[src/rtl/opdec_pkg.sv]
package opdec_pkg;

  localparam int INSTR_W  = 32;
  localparam int REG_IDX_W = 4;
  localparam int ALU_OP_W = 4;
  localparam int SH_AMT_W = 5;
  localparam int IMM8_W   = 8;
  localparam int ROT_W    = 4;

  typedef enum logic [1:0] {
    OPK_IMM    = 2'd0,
    OPK_REG_CS = 2'd1,
    OPK_REG_RS = 2'd2
  } opnd_kind_e;

  typedef enum logic [2:0] {
    SHK_NONE = 3'd0,
    SHK_LSL  = 3'd1,
    SHK_LSR  = 3'd2,
    SHK_ASR  = 3'd3,
    SHK_ROR  = 3'd4,
    SHK_RRX  = 3'd5
  } shift_kind_e;

  typedef struct packed {
    opnd_kind_e            kind;
    shift_kind_e           shk;
    logic [SH_AMT_W-1:0]   amt;
    logic [REG_IDX_W-1:0]  sreg;
    logic [REG_IDX_W-1:0]  rm;
    logic [INSTR_W-1:0]    imm;
    logic                  extra;
    logic [REG_IDX_W-1:0]  rd;
    logic                  rd_used;
    logic [REG_IDX_W-1:0]  rn;
    logic                  rn_used;
    logic [ALU_OP_W-1:0]   alu_op;
    logic                  set_flags;
    logic                  branch;
    logic                  bad;
  } opdec_res_t;

endpackage

[src/rtl/opdec_rot_imm.sv]
module opdec_rot_imm #(
  parameter int OUT_W  = 32,
  parameter int BYTE_W = 8,
  parameter int ROT_W  = 4
) (
  input  logic [BYTE_W-1:0] imm8,
  input  logic [ROT_W-1:0]  rot,
  output logic [OUT_W-1:0]  value
);
  localparam int AMT_W = ROT_W + 1;

  logic [OUT_W-1:0]   base;
  logic [2*OUT_W-1:0] doubled;
  logic [2*OUT_W-1:0] shifted;
  logic [AMT_W-1:0]   amount;

  always_comb begin
    base    = '0;
    base[BYTE_W-1:0] = imm8;
    doubled = {base, base};
    amount  = {rot, 1'b0};
    shifted = doubled >> amount;
    value   = shifted[OUT_W-1:0];
  end
endmodule

[src/rtl/opdec_shift_field.sv]
module opdec_shift_field
  import opdec_pkg::*;
(
  input  logic [INSTR_W-1:0]   instr,
  output opnd_kind_e           kind,
  output shift_kind_e          shk,
  output logic [SH_AMT_W-1:0]  amt,
  output logic [REG_IDX_W-1:0] sreg,
  output logic [REG_IDX_W-1:0] rm,
  output logic                 extra,
  output logic                 bad
);
  logic        imm_form;
  logic        reg_shift;
  logic [1:0]  sh_code;
  logic [SH_AMT_W-1:0] amt_field;
  shift_kind_e raw_kind;

  assign imm_form  = instr[25];
  assign reg_shift = !imm_form && instr[4];
  assign sh_code   = instr[6:5];
  assign amt_field = instr[11:7];

  always_comb begin
    unique case (sh_code)
      2'b00:   raw_kind = SHK_LSL;
      2'b01:   raw_kind = SHK_LSR;
      2'b10:   raw_kind = SHK_ASR;
      default: raw_kind = SHK_ROR;
    endcase
  end

  always_comb begin
    kind  = OPK_IMM;
    shk   = SHK_NONE;
    amt   = '0;
    sreg  = '0;
    rm    = '0;
    extra = 1'b0;
    if (imm_form) begin
      kind = OPK_IMM;
    end else if (reg_shift) begin
      kind  = OPK_REG_RS;
      shk   = raw_kind;
      sreg  = instr[11:8];
      rm    = instr[3:0];
      extra = 1'b1;
    end else begin
      kind = OPK_REG_CS;
      rm   = instr[3:0];
      amt  = amt_field;
      if (amt_field == '0 && raw_kind == SHK_LSL)
        shk = SHK_NONE;
      else if (amt_field == '0 && raw_kind == SHK_ROR)
        shk = SHK_RRX;
      else
        shk = raw_kind;
    end
  end

  assign bad = reg_shift && instr[7];
endmodule

[src/rtl/opdec_op_class.sv]
module opdec_op_class
  import opdec_pkg::*;
#(
  parameter int PC_INDEX = 15
) (
  input  logic [ALU_OP_W-1:0]  alu_op,
  input  logic                 s_bit,
  input  logic [REG_IDX_W-1:0] rd_field,
  input  logic [REG_IDX_W-1:0] rn_field,
  output logic [REG_IDX_W-1:0] rd,
  output logic                 rd_used,
  output logic [REG_IDX_W-1:0] rn,
  output logic                 rn_used,
  output logic                 set_flags,
  output logic                 branch
);
  localparam logic [REG_IDX_W-1:0] PC_IDX = REG_IDX_W'(PC_INDEX);

  logic test_group;
  logic move_group;

  assign test_group = (alu_op[3:2] == 2'b10);
  assign move_group = (alu_op == 4'b1101) || (alu_op == 4'b1111);

  always_comb begin
    rd_used   = !test_group;
    rd        = test_group ? '0 : rd_field;
    rn_used   = !move_group;
    rn        = move_group ? '0 : rn_field;
    set_flags = s_bit || test_group;
    branch    = !test_group && (rd_field == PC_IDX);
  end
endmodule

[src/rtl/opdec_out_stage.sv]
module opdec_out_stage #(
  parameter int PAYLOAD_W = 8,
  parameter bit REG_OUT   = 1'b1
) (
  input  logic                 clk,
  input  logic                 rst_n,
  input  logic                 in_valid,
  output logic                 in_ready,
  input  logic [PAYLOAD_W-1:0] in_data,
  output logic                 out_valid,
  input  logic                 out_ready,
  output logic [PAYLOAD_W-1:0] out_data
);
  generate
    if (REG_OUT) begin : g_reg
      logic                 vld_q;
      logic [PAYLOAD_W-1:0] data_q;

      assign in_ready  = !vld_q || out_ready;
      assign out_valid = vld_q;
      assign out_data  = data_q;

      always_ff @(posedge clk or negedge rst_n) begin
        if (!rst_n) begin
          vld_q <= 1'b0;
        end else if (in_ready) begin
          vld_q <= in_valid;
        end
      end

      always_ff @(posedge clk) begin
        if (in_ready && in_valid) data_q <= in_data;
      end

      p_hold_r11: assert property (@(posedge clk) disable iff (!rst_n)
        (out_valid && !out_ready) |=> (out_valid && $stable(out_data)));
      p_accept_r11: assert property (@(posedge clk) disable iff (!rst_n)
        (in_valid && in_ready) |=> (out_valid && out_data == $past(in_data)));
      p_stall_r11: assert property (@(posedge clk) disable iff (!rst_n)
        (out_valid && !out_ready) |-> !in_ready);
    end else begin : g_wire
      assign in_ready  = out_ready;
      assign out_valid = in_valid;
      assign out_data  = in_data;
    end
  endgenerate
endmodule

[src/rtl/shifter_operand_decoder.sv]
module shifter_operand_decoder
  import opdec_pkg::*;
#(
  parameter bit REG_OUT  = 1'b1,
  parameter int PC_INDEX = 15
) (
  input  logic        clk,
  input  logic        rst_n,
  input  logic        in_valid,
  output logic        in_ready,
  input  logic [31:0] in_instr,
  output logic        out_valid,
  input  logic        out_ready,
  output logic [1:0]  out_kind,
  output logic [2:0]  out_shift_kind,
  output logic [4:0]  out_shift_amt,
  output logic [3:0]  out_shift_reg,
  output logic [3:0]  out_rm,
  output logic [31:0] out_imm,
  output logic        out_extra_cycle,
  output logic [3:0]  out_rd,
  output logic        out_rd_used,
  output logic [3:0]  out_rn,
  output logic        out_rn_used,
  output logic [3:0]  out_alu_op,
  output logic        out_set_flags,
  output logic        out_branch,
  output logic        out_bad_form
);
  localparam int RES_W = $bits(opdec_res_t);

  opdec_res_t res_d;
  opdec_res_t res_q;
  logic [RES_W-1:0] res_q_bits;
  logic [INSTR_W-1:0] rot_value;
  logic unused_cond_bits;

  assign unused_cond_bits = ^in_instr[31:26];

  opdec_rot_imm #(
    .OUT_W (INSTR_W),
    .BYTE_W(IMM8_W),
    .ROT_W (ROT_W)
  ) u_rot (
    .imm8 (in_instr[7:0]),
    .rot  (in_instr[11:8]),
    .value(rot_value)
  );

  opdec_shift_field u_shift (
    .instr(in_instr),
    .kind (res_d.kind),
    .shk  (res_d.shk),
    .amt  (res_d.amt),
    .sreg (res_d.sreg),
    .rm   (res_d.rm),
    .extra(res_d.extra),
    .bad  (res_d.bad)
  );

  opdec_op_class #(.PC_INDEX(PC_INDEX)) u_class (
    .alu_op   (in_instr[24:21]),
    .s_bit    (in_instr[20]),
    .rd_field (in_instr[15:12]),
    .rn_field (in_instr[19:16]),
    .rd       (res_d.rd),
    .rd_used  (res_d.rd_used),
    .rn       (res_d.rn),
    .rn_used  (res_d.rn_used),
    .set_flags(res_d.set_flags),
    .branch   (res_d.branch)
  );

  assign res_d.imm    = in_instr[25] ? rot_value : '0;
  assign res_d.alu_op = in_instr[24:21];

  opdec_out_stage #(
    .PAYLOAD_W(RES_W),
    .REG_OUT  (REG_OUT)
  ) u_stage (
    .clk      (clk),
    .rst_n    (rst_n),
    .in_valid (in_valid),
    .in_ready (in_ready),
    .in_data  (res_d),
    .out_valid(out_valid),
    .out_ready(out_ready),
    .out_data (res_q_bits)
  );

  assign res_q = opdec_res_t'(res_q_bits);

  assign out_kind        = res_q.kind;
  assign out_shift_kind  = res_q.shk;
  assign out_shift_amt   = res_q.amt;
  assign out_shift_reg   = res_q.sreg;
  assign out_rm          = res_q.rm;
  assign out_imm         = res_q.imm;
  assign out_extra_cycle = res_q.extra;
  assign out_rd          = res_q.rd;
  assign out_rd_used     = res_q.rd_used;
  assign out_rn          = res_q.rn;
  assign out_rn_used     = res_q.rn_used;
  assign out_alu_op      = res_q.alu_op;
  assign out_set_flags   = res_q.set_flags;
  assign out_branch      = res_q.branch;
  assign out_bad_form    = res_q.bad;

  p_extra_r5: assert property (@(posedge clk) disable iff (!rst_n)
    out_valid |-> (out_extra_cycle == (out_kind == 2'd2)));
  p_imm_clear_r1: assert property (@(posedge clk) disable iff (!rst_n)
    (out_valid && out_kind != 2'd0) |-> (out_imm == 32'd0));
  p_lsl_zero_r3: assert property (@(posedge clk) disable iff (!rst_n)
    (out_valid && out_kind == 2'd1 && out_shift_kind == 3'd1) |-> (out_shift_amt != 5'd0));
  p_rrx_r4: assert property (@(posedge clk) disable iff (!rst_n)
    (out_valid && out_shift_kind == 3'd5) |-> (out_kind == 2'd1 && out_shift_amt == 5'd0));
  p_nodest_r7: assert property (@(posedge clk) disable iff (!rst_n)
    (out_valid && !out_rd_used) |-> (out_set_flags && out_rd == 4'd0 && !out_branch));
  p_branch_r9: assert property (@(posedge clk) disable iff (!rst_n)
    (out_valid && out_branch) |-> (out_rd_used && out_rd == 4'(PC_INDEX)));
  p_bad_r10: assert property (@(posedge clk) disable iff (!rst_n)
    (out_valid && out_bad_form) |-> (out_kind == 2'd2));
endmodule

[config.mk]
export PLATFORM = sky130hd
export DESIGN_NAME = shifter_operand_decoder
export DESIGN_NICKNAME = d
export VERILOG_FILES = /design/src/rtl/opdec_pkg.sv /design/src/rtl/opdec_rot_imm.sv /design/src/rtl/opdec_shift_field.sv /design/src/rtl/opdec_op_class.sv /design/src/rtl/opdec_out_stage.sv /design/src/rtl/shifter_operand_decoder.sv
export SDC_FILE = /design/constraint.sdc
export NUM_CORES = 1
export LEC_CHECK = 0
export BUFFER_PORTS_ARGS = -buffer_cell sky130_fd_sc_hd__buf_2
export CAP_MARGIN = 20
export CORE_MARGIN = 1.5
export CORE_UTILIZATION = 50
export CTS_BUF_LIST = sky130_fd_sc_hd__clkbuf_8 sky130_fd_sc_hd__clkbuf_16
export DETAILED_ROUTE_END_ITERATION = 6
export GPL_TIMING_DRIVEN = 0
export PLACE_DENSITY_LB_ADDON = 0.3
export RECOVER_POWER = 100
export SLEW_MARGIN = 30
export SYNTH_ARGS = -nofsm -noshare
export SYNTH_HDL_FRONTEND = slang
export SYNTH_SLANG_ARGS = --single-unit
[constraint.sdc]
create_clock -name clk -period 5.13 [get_ports clk]
set_input_delay 1.026 -clock clk [delete_from_list [all_inputs] [get_ports clk]]
set_output_delay 1.026 -clock clk [all_outputs]
set_load 0.03 [all_outputs]
# Yosys cells after proc, flatten, opt, wreduce, memory -nomap -nowiden
# Index checks and enable logic that the tools add are counted.
# Widths: inputs -> output; s select.
[word_totals]
register_bits = 69
inputBits = 36
out_inout_bits = 70
word_cells = 41
[op_classes]
eq_ne = 8
shift = 1
mux = 6
n_bitwise = 1
reduce_logical = 17
[op_table]
columns = ["operator", "count"]
rows = [
  ["$shr 40x5->32", 1],
  ["$eq 4x4->1 const B", 3],
  ["$mux 3", 3],
  ["$pmux 3 s3", 1],
  ["$logic_and 1x1->1", 6],
  ["$logic_not 5->1", 1],
  ["$eq 2x2->1 const B", 2],
  ["$logic_not 1->1", 4],
  ["$reduce_or 2->1", 2],
  ["$eq 3x1->1 const B", 1],
  ["$eq 3x3->1 const B", 1],
  ["$logic_or 1x1->1", 3],
  ["$eq 2x1->1 const B", 1],
  ["$logic_not 2->1", 1],
  ["$mux 2", 1],
  ["$mux 1", 1],
  ["$not 1->1", 1],
]

# Longest topological paths before layout
# Gate-level depths: netlist of run 1.
[depth]
word_depth = 7
ltp_mapped = 5
mapped_depth_nobuf = 5

# Cells and area by module
# Synthesis of run 1 repeated with hierarchy kept, for this count alone.
[hier_totals]
cells_unflattened = 249
area_unflattened_um2 = 3383.2
[by_module_without_submodules]
columns = ["module", "n_inst", "cells_each", "area_each_um2", "seq_area_each_um2"]
rows = [
  ["opdec_out_stage", 1, 72, 2095.8, 2067.0],
  ["opdec_rot_imm", 1, 98, 716.9, 0.0],
  ["shifter_operand_decoder", 1, 35, 255.2, 0.0],
  ["opdec_shift_field", 1, 31, 222.7, 0.0],
  ["opdec_op_class", 1, 13, 92.6, 0.0],
]

# Least setup slack after synthesis of run 1
# Ideal clock, no wire load.
[synth_path]
kind = "input port to flip-flop"
from = "input port out_ready"
to = "register u_stage.g_reg.data_q[0], in the netlist u_stage.out_data[0], enable pin"
setup_ns = 0.432
t_arrival_ns = 2.983
required_ns = 4.698
setup_slack_ns = 1.715
cell_stages = 2
path_buffers = 0
path_cell_list = "nand2b_1 and2_1"
[synth_via]
elab_chain_cells = 2
[synth_lines]
columns = ["item", "line_no", "text"]
rows = [
  ["start, declared", "shifter_operand_decoder.sv:13", "input logic out_ready,"],
  ["$logic_or 1x1->1", "opdec_out_stage.sv:19", "assign in_ready = !vld_q || out_ready;"],
  ["$logic_and 1x1->1", "opdec_out_stage.sv:32", "if (in_ready && in_valid) data_q <= in_data;"],
  ["end signal, assigned", "opdec_out_stage.sv:32", ""],
  ["end, declared", "opdec_out_stage.sv:17", "logic [PAYLOAD_W-1:0] data_q;"],
]
# No other way between the ends.
# A chain may end at the register's enable or synchronous reset.

# Worst setup path after layout of run 1
[layout_path]
from = "input port out_ready"
to = "register u_stage.g_reg.data_q[63], in the netlist u_stage.out_data[63], enable pin"
# The elaborated chain is that of the path after synthesis.

==> results.yml, run 1 <==
outcome:
  outcome: "finished clean"
clock_network:
  cts_hold_buf: 0
  cts_tree: "built"
  postCtsSetupBuffers: 0
  cts_max_path_buffers: 2
  clk_latency_ns: 0.33
  cts_sinks: 68
  cts.reportedPaths.clkPinSlew_ns: 0.07
  cts_root_buf: "clkbuf_8"
  htreeDepth: 3
  cts_inserted_buffers: 9
  cts_resized: 0
placement:
  gp_congestion: 0.888
  dp_hpwl_mm: 4.36
  port_buffers: 98
detailed_routing:
  route.detailed.wl_per_inst_um: 16.1
  avgViaCountPerCell: 5.35
  vias: 2090
  ant_nets: 0
  drt_iter0_markers: 152
  drt-pass1-iter-count: 4
  drt-total-wl_mm: 6.30
  route.detailed.drc: 0
yosys:
  yosysUniqueCellTypes: 34
  synth_area_sq_um: 2920
  synth_seq_cells: 68
  yosysTopAreaCell: "edfxtp_1"
  synthSimpleGateAreaFrac_pct: 15.1
  synth-compound-area-share_pct: 7.34
  yosys.area_share.adder_pct: 1.72
  muxShareOfSynthArea_pct: 3.61
  synth_top_family_by_area: "simple AND/OR/NAND/NOR gates"
  synthTopCellsByArea: "edfxtp_1 (69%), and2_1 (4.3%), o22ai_1 (2.6%), mux2i_1 (2.1%), nor2_1 (1.9%)"
  synth_xor_area_share_pct: 0
  synth_top_area_share_pct: 69.0
  synth_nets: 245
  yosys_warnings: 0
  avgSynthCellArea_sq_um: 14.2
  synth_seq_area_share_pct: 69.9
  synthCells: 205
timing:
  min_period_ns: 2.63
  fin_skew_ns: 0.00857
  finalHoldViolCount: 0
  fin_crit_sh_pct: 51.4
  max_freq_mhz: 380
  rsz0062_at_grt: "no"
  drv_slew: 0
  worst_pin_slew_ns: 1.35
  setup_viol: 0
  maxSlewHeadroom_pct: 10.2
  fin_tns_setup_ns: 0
finish:
  area_growth_pct: 24.1
  fillers: 492
  drive_gt1_share_pct: 14.1
  n_antenna_cell: 0
  multi_input_area_sq_um: 803
  fin_nets: 355
  seqCellArea_sq_um: 2040
worst_setup_path:
  worst-r2r-cell-count: 3
  arrival_ns: 2.65
  r2r_start: "u_stage.out_valid"
  reg2reg_to: "u_stage.out_data[63]"
  cp_data_required_time_ns: 5.15
  start_kind: "input pin"
  reg2reg_slack_ns: 2.91
  path_max_fanout: 48
  crit_type: "input pin to flop"
  end_kind: "flop"
min_path:
  hp-class: "input pin to async pin"
floorplanning:
  row_count: 27
  fp.dieW_um: 79.4
  top_level_ports: 106
  core_area_sq_um: 5570
  dieArea_sq_um: 6300
  die-height_um: 79.4
  start_util_pct: 52.3
run:
  drv_cap: 0
power_and_ir_drop:
  static-leakage-power_nw: 1.30
  powerDensity_nw_per_um2: 357
  total_power_mw: 1.29
  ir_drop_mv: 0.201
grt:
  antenna_found_initial: 0
  grt_pass1_vias: 1995
  grt_max_degree: 49
  grt-ovfl-total: 0
  grt_use_total_pct: 20.6
  grt_pass1_wl_mm: 9.63
worst max path at each step:
stage,start,end,slack [ns],cells after the start
floorplan,out_ready,u_stage.out_data[0],1.71,2
global placement,out_ready,u_stage.out_data[63],1.39,3
detailed placement,out_ready,in_ready,2.63,3
CTS,out_ready,in_ready,2.62,3
global route,out_ready,u_stage.out_data[21],2.41,4
finish,out_ready,u_stage.out_data[63],2.50,4
power breakdown:
| group | internal (mW) | leakage [nW] | switching (mW) |
|---|---|---|---|
| Clock | 0.268 | 0.108 | 0.192 |
| Combinational | 0.0459 | 0.521 | 0.134 |
| Sequential | 0.646 | 0.670 | 0.00757 |
| Total | 0.959 | 1.30 | 0.334 |
cells in the mapped netlist (all sizes together):
cell	n
inv	5
or3	2
buf	6
nand2	3
nand3b	3
o21bai	1
o22ai	12
clkbuf	5
nor2b	6
a211oi	6
and2	20
mux2i	6
or3b	2
ha	4
and4	1
dfrtp	1
and3b	3
a31oi	2
o311a	1
nand3	5
nor3	8
edfxtp	67
a2bb2oi	1
o31a	1
nand2b	7
a21oi	4
nor2	15
or4	1
mux2	4
o311ai	1
o22a	2
layout by cell type, fill, tap and decap left out, drive strengths merged:
| master | instances |
|---|---|
| clkbuf | 92 |
| edfxtp | 67 |
| buf | 27 |
| and2 | 20 |
| nor2 | 15 |
| o22ai | 12 |
| nor3 | 8 |
| nand2b | 7 |
| inv | 6 |
| nor2b | 6 |
| a211oi | 6 |
| mux2i | 6 |
| nand3 | 5 |
| a21oi | 4 |
| mux2 | 4 |
| ha | 4 |
| and3b | 3 |
| nand2 | 3 |
| nand3b | 3 |
| clkinv | 3 |
| or3 | 2 |
| o22a | 2 |
| a31oi | 2 |
| bufinv | 2 |
| or3b | 2 |
| and4 | 1 |
| o311ai | 1 |
| o21bai | 1 |
| o311a | 1 |
| a2bb2oi | 1 |
| or4 | 1 |
| o31a | 1 |
| dfrtp | 1 |
area by class of cell:
type                    instances  share of cell area [%]
multi-input cells             121                    22.2
inverters                       5                   0.519
plain buffers                  11                    1.35
well taps                      72                    2.49
clock inverters                 6                    2.25
clock buffers                   9                    3.42
flip-flops and latches         68                    56.3
repair buffers                 99                    11.5
registers in the layout, indices dropped and copies added (netlist names):
| name | flops |
|---|---|
| u_stage.out_data | 67 |
| u_stage.out_valid | 1 |
per-layer routing:
metal  wire length, um  global-route usage, %  vias to the layer above
met1              2890                   28.0                      985
met5                 0                      0                        -
met3               512                   7.13                        4
li1                  -                      -                      994
met2              2860                   31.3                      107
met4                34                   6.32                        0
cell families after synthesis:
| kind of cell | Yosys count |
|---|---|
| multiplexers | 10 |
| AND/OR/NAND/NOR | 76 |
| AO/OA/AOI/OAI | 31 |
| adder cells (fa/ha/maj) | 4 |
| flip-flops | 68 |
| buffers and inverters | 16 |
stage by stage:
| step | hold slack (ns) | cell area (sq um) | worst slack (ns) | std cells | utilization [%] |
|---|---|---|---|---|---|
| global placement | 0.500 | 3500 | 1.39 | 375 | 62.7 |
| CTS | 0.443 | 3720 | 2.62 | 391 | 66.8 |
| detailed placement | 0.527 | 3520 | 2.63 | 376 | 63.1 |
| finish | 0.459 | 3620 | 2.50 | 391 | 64.9 |
| global route | 0.435 | 3620 | 2.41 | 391 | 64.9 |
| floorplan | 0.730 | 2920 | 1.71 | 205 | - |
worst max-delay path, cell delays in order:
cell	delay, ns
buf_2	0.07
nand2b_1	0.14
and2_0	1.04
buf_12	0.35
No activity file was read; power rests on OpenSTA's default activity.
==> run 2, diff against run 1 <==
--- a/config.mk
+++ b/config.mk
@@ -8,7 +8,7 @@
 export BUFFER_PORTS_ARGS = -buffer_cell sky130_fd_sc_hd__buf_2
 export CAP_MARGIN = 20
 export CORE_MARGIN = 1.5
-export CORE_UTILIZATION = 50
+export CORE_UTILIZATION = 44
 export CTS_BUF_LIST = sky130_fd_sc_hd__clkbuf_8 sky130_fd_sc_hd__clkbuf_16
 export DETAILED_ROUTE_END_ITERATION = 6
 export GPL_TIMING_DRIVEN = 0
==> constraint.sdc (replaced) <==
create_clock -name clk -period 2.25 [get_ports clk]
set_input_delay 0.45 -clock clk [delete_from_list [all_inputs] [get_ports clk]]
set_output_delay 0.45 -clock clk [all_outputs]
set_load 0.03 [all_outputs]
==> results.yml, run 2 (synthesis results as in run 1) <==
finish:
  post-route-util_pct: 56.0
  fillers: 575
  drive_gt1_share_pct: 14.1
  final_cell_mix: "clkbuf_1 (82), edfxtp_1 (67), buf_2 (26)"
  n_antenna_cell: 0
  fin_nets: 355
  stdcell_count: 397
  largest_reg_flops: 67
  final_common_cell: "clkbuf_1"
  area_growth_pct: 22.7
  final_area_sq_um: 3580
timing:
  fin_tns_setup_ns: 0
  max_freq_mhz: 534
  setup_viol: 0
  drv_slew: 0
  fin_crit_sh_pct: 83.2
  timing.hold.ws_ns: 0.287
  maxSlewHeadroom_pct: 43.7
  rsz0062_at_grt: "no"
  finalHoldViolCount: 0
  fin_skew_ns: 0.00465
  worst_pin_slew_ns: 0.844
  min_period_ns: 1.87
detailed_routing:
  route.detailed.wl_per_inst_um: 16.2
  drt-pass1-iter-count: 4
  drt-total-wl_mm: 6.42
  vias: 2091
  route.detailed.drc: 0
  avgViaCountPerCell: 5.27
  drt_iter0_markers: 133
  ant_nets: 0
worst_setup_path:
  crit_buf_inv: 3
  start_kind: "input pin"
  worst_path_most_repeated_cell: "clkbuf_1"
  end_kind: "flop"
  crit_path_cell_trace: "clkbuf_1 > clkbuf_1 > clkbuf_1 > mux2i_1 > nor2_1"
  worst_path_largest_cell_delay_ns: 0.44
  path_max_fanout: 10
  cp_data_required_time_ns: 2.33
  crit_path_top_delay_cell: "mux2i_1"
  crit_type: "input pin to flop"
  reg2reg_slack_ns: 0.63
  arrival_ns: 1.95
  crit_family: "buffers and inverters"
grt:
  grt-ovfl-total: 0
  grt_use_total_pct: 18.3
  grt_pass1_vias: 2037
  grt_pass1_wl_mm: 9.96
  grt_max_degree: 68
  antenna_found_initial: 0
placement:
  dp_hpwl_mm: 4.38
  dpl-instance-area_sq_um: 3500
  gp_congestion: 0.859
  dp.cells: 380
  port_buffers: 98
clock_network:
  cts_sinks: 68
  cts_resized: 0
  htreeDepth: 3
  cts_root_buf: "clkbuf_8"
  clk_latency_ns: 0.34
  cts_tree: "built"
  postCtsSetupBuffers: 0
  cts_hold_buf: 1
  cts.reportedPaths.clkPinSlew_ns: 0.07
  cts_inserted_buffers: 9
  cts_max_path_buffers: 2
floorplanning:
  start_util_pct: 45.7
  core_area_sq_um: 6390
  top_level_ports: 106
  dieArea_sq_um: 7120
  die-height_um: 84.4
  row_count: 29
  fp.dieW_um: 84.4
power_and_ir_drop:
  static-leakage-power_nw: 1.29
  ir_drop_mv: 0.363
  powerDensity_nw_per_um2: 767
outcome:
  outcome: "finished clean"
run:
  drv_cap: 0
min_path:
  hp-class: "input pin to flop"
-- run 2: cell types whose count changed in the layout (fill, tap and decap cells not counted), sizes merged --
cell         delta
inv             +3
bufinv          -2
clkinv          -2
clkinvlp        +1
dlygate4sd3     +1
-- run 2: metrics by stage --
step / power, mW / worst slack, ns
detailed placement: 1.94 / 0.377
global route: 2.85 / 0.281
finish: 2.74 / 0.379
global placement: 1.93 / 0.0403
CTS: 2.78 / 0.606
floorplan: 1.80 / 0.0819
-- run 2: final timing paths --
| check | startpoint | end | cells past startpoint |
|---|---|---|---|
| worst min-delay path | in_instr[22] | u_stage.out_data[4] | 1 |
| max in group asynchronous | rst_n | u_stage.out_valid | 2 |
| worst max register to register | u_stage.out_valid | u_stage.out_data[31] | 2 |
| min in group asynchronous | rst_n | u_stage.out_valid | 2 |
| worst max-delay path | in_instr[8] | u_stage.out_data[34] | 5 |
| worst min register to register | u_stage.out_valid | u_stage.out_valid | 2 |
-- run 2: final cells by class --
type,instances,area [sq um],share of cell area (%)
flip-flops and latches,68,2040,56.9
clock buffers,10,138,3.85
clock inverters,6,27.5,0.769
inverters,5,18.8,0.524
well taps,77,96.3,2.69
multi-input cells,121,806,22.5
repair buffers,99,407,11.4
plain buffers,11,48.8,1.36
-- run 2: power breakdown --
part | internal [mW] | switching [mW]
combinational | 0.102 | 0.303
clock | 0.412 | 0.434
sequential | 1.47 | 0.0184
total | 1.99 | 0.755
-- run 2: per-layer routing --
layer,GRT usage (%),vias to the layer above,wire [um]
li1,-,994,-
met1,24.8,995,2860
met2,28.1,92,3010
met3,3.64,10,450
met4,9.24,0,97
met5,0,-,0
-- run 2: worst reg2reg max path, stage by stage (launching register included) --
cell,delay (ns)
dfrtp_1,0.39
nand2b_1,0.11
and2_4,0.72
==> run 3, diff against run 2 <==
--- a/config.mk
+++ b/config.mk
@@ -5,10 +5,11 @@
 export SDC_FILE = /design/constraint.sdc
 export NUM_CORES = 1
 export LEC_CHECK = 0
+export ABC_AREA = 1
 export BUFFER_PORTS_ARGS = -buffer_cell sky130_fd_sc_hd__buf_2
 export CAP_MARGIN = 20
 export CORE_MARGIN = 1.5
-export CORE_UTILIZATION = 44
+export CORE_UTILIZATION = 50
 export CTS_BUF_LIST = sky130_fd_sc_hd__clkbuf_8 sky130_fd_sc_hd__clkbuf_16
 export DETAILED_ROUTE_END_ITERATION = 6
 export GPL_TIMING_DRIVEN = 0
==> constraint.sdc (replaced) <==
create_clock -name clk -period 1.9 [get_ports clk]
set_input_delay 0.38 -clock clk [delete_from_list [all_inputs] [get_ports clk]]
set_output_delay 0.38 -clock clk [all_outputs]
set_load 0.03 [all_outputs]
==> results.yml, run 3 <==
worst_setup_path:
  path_max_fanout: 3
  cp_data_required_time_ns: 1.52
  crit_path_top_delay_cell: "dfrtp_2"
  crit_path_cell_trace: "nand2_1 > clkbuf_1"
  reg2reg_to: "u_stage.out_data[45]"
  start_kind: "flop"
  crit_type: "flop to output pin"
  arrival_ns: 1.18
  worst_path_largest_cell_delay_ns: 0.43
  worst-r2r-cell-count: 2
  r2r_start: "u_stage.out_valid"
  crit_family: "flip-flops"
  end_kind: "output pin"
  reg2reg_slack_ns: 0.44
  crit_buf_inv: 1
floorplanning:
  start_util_pct: 51.5
  top_level_ports: 106
  fp.dieW_um: 81.1
  core_area_sq_um: 5920
  die-height_um: 81.1
  dieArea_sq_um: 6580
  row_count: 28
min_path:
  hp-start: "in_instr[22]"
  hp-class: "input pin to flop"
  hold_depth: 1
  hold_end: "u_stage.out_data[4]"
power_and_ir_drop:
  total_power_mw: 3.51
  ir_drop_mv: 0.523
  static-leakage-power_nw: 1.53
  powerDensity_nw_per_um2: 934
detailed_routing:
  avgViaCountPerCell: 4.92
  drt_iter0_markers: 177
  ant_nets: 0
  drt-total-wl_mm: 6.45
  drt-pass1-iter-count: 6
  vias: 2277
  route.detailed.drc: 0
  route.detailed.wl_per_inst_um: 13.9
clock_network:
  cts_root_buf: "clkbuf_8"
  cts_resized: 0
  clk_latency_ns: 0.34
  postCtsSetupBuffers: 0
  cts_tree: "built"
  cts.reportedPaths.clkPinSlew_ns: 0.07
  cts_inserted_buffers: 9
  htreeDepth: 3
  cts_sinks: 68
  cts_max_path_buffers: 2
grt:
  grt-ovfl-total: 0
  grt_pass1_vias: 2212
  grt_max_degree: 24
  grt_use_total_pct: 20.6
  antenna_found_initial: 0
  grt_pass1_wl_mm: 9.94
yosys:
  netlist_top_cells_count: "edfxtp_1 (67), nand2_1 (54), nor2_1 (40)"
  yosysMostFrequentCell: "edfxtp_1"
  ys.flop_type: "edfxtp_1"
  synthCells: 271
  avgSynthCellArea_sq_um: 11.3
  yosysUniqueCellTypes: 25
  synth_seq_cells: 68
  synth_nets: 311
  synth_area_sq_um: 3050
  synthArstFlopShare_pct: 1.47
  yosys_warnings: 0
  synthTopCellsByArea: "edfxtp_1 (66%), nand2_1 (6.6%), nor2_1 (4.9%), inv_1 (3.3%), nand3_1 (3.0%)"
  synth_seq_area_share_pct: 66.7
  yosysTopAreaCell: "edfxtp_1"
  synth_top_area_share_pct: 65.9
  synth_edf_count: 67
timing:
  rsz0062_at_grt: "no"
  fin_skew_ns: 0.0102
  min_period_ns: 1.56
  drv_slew: 0
  fin_crit_sh_pct: 82.2
  worst_pin_slew_ns: 0.571
  finalHoldViolCount: 0
  setup_slack_ns: 0.339
  setup_viol: 0
  max_freq_mhz: 641
  timing.hold.ws_ns: 0.225
  maxSlewHeadroom_pct: 61.9
run:
  drv_cap: 0
placement:
  port_buffers: 97
  dp_hpwl_mm: 4.69
  dp_worst_setup_slack_ns: 0.362
  gp_congestion: 0.885
finish:
  final_common_cell: "clkbuf_1"
  fin_nets: 423
  drive_gt1_share_pct: 16.5
  n_antenna_cell: 0
  fillers: 538
  post-route-util_pct: 63.6
  area_growth_pct: 23.4
  final_cell_mix: "clkbuf_1 (78), edfxtp_1 (67), nand2_1 (56)"
  largest_reg_flops: 67
outcome:
  outcome: "finished clean"
==> run 3: cell types whose count changed after synthesis, moves of 12 or more <==
cell,before,now
and2_1,20,0
inv_1,5,27
nand2_1,3,54
nand3_1,5,18
nand4_1,0,13
nor2_1,15,40
o22ai_1,12,0
==> run 3: what timing repair did <==
| item | 4_1_cts | 5_1_grt |
|---|---|---|
| hold endpoints to repair | 1 | 0 |
| hold buffers | 1 | 0 |
| endpoints found under the setup margin | 0 | 0 |
==> run 3: per-stage QoR <==
stage          instances  instance area, sq um  TNS, ns
5_1_grt              463                  3760        0
6_report             463                  3760        0
3_3_place_gp         443                  3640   -35.79
4_1_cts              463                  3920        0
3_5_place_dp         446                  3700        0
2_1_floorplan        271                  3060   -11.90
==> run 3: cells by family (layout without fill, tap and decap cells) <==
group	Yosys count	count (layout)	synth area share, %
and+or+nand+nor	139	139	20.9
DFF	68	68	66.7
AOI/OAI and AO/OA	18	18	3.44
buffers and inverters	42	159	7.26
adders and majority gates	4	4	1.64
==> run 3: worst max path at each step <==
stage,depth (start not counted),endpoint,slack [ns],startpoint
6_report,2,in_ready,0.34,u_stage.out_valid
4_1_cts,2,in_ready,0.45,u_stage.out_valid
2_1_floorplan,1,u_stage.out_data[0],-0.18,u_stage.out_valid
5_1_grt,2,in_ready,0.29,u_stage.out_valid
3_5_place_dp,5,u_stage.out_data[65],0.36,out_ready
3_3_place_gp,3,u_stage.out_data[64],-0.54,out_ready
==> run 3: cell type report <==
type / instances / area [sq um] / area share, %
Multi-Input combinational cell: 161 / 783 / 20.8
Buffer: 11 / 81.3 / 2.16
Tap cell: 75 / 93.8 / 2.49
Timing Repair Buffer: 101 / 437 / 11.6
Clock inverter: 7 / 83.8 / 2.23
Inverter: 31 / 124 / 3.29
Clock buffer: 9 / 124 / 3.29
Sequential cell: 68 / 2040 / 54.1
==> run 3: power by group <==
part	switching (mW)	internal [mW]	total (mW)
logic	0.385	0.121	0.506
clock network	0.520	0.723	1.24
registers	0.0228	1.74	1.77
==> run 3: layer usage <==
metal	wire length, um	global-route usage (%)	share of wire, %
met5	0	0	0
met4	124	8.79	1.9
met3	472	6.97	7.3
met2	3100	33.9	48
met1	2760	24.7	43
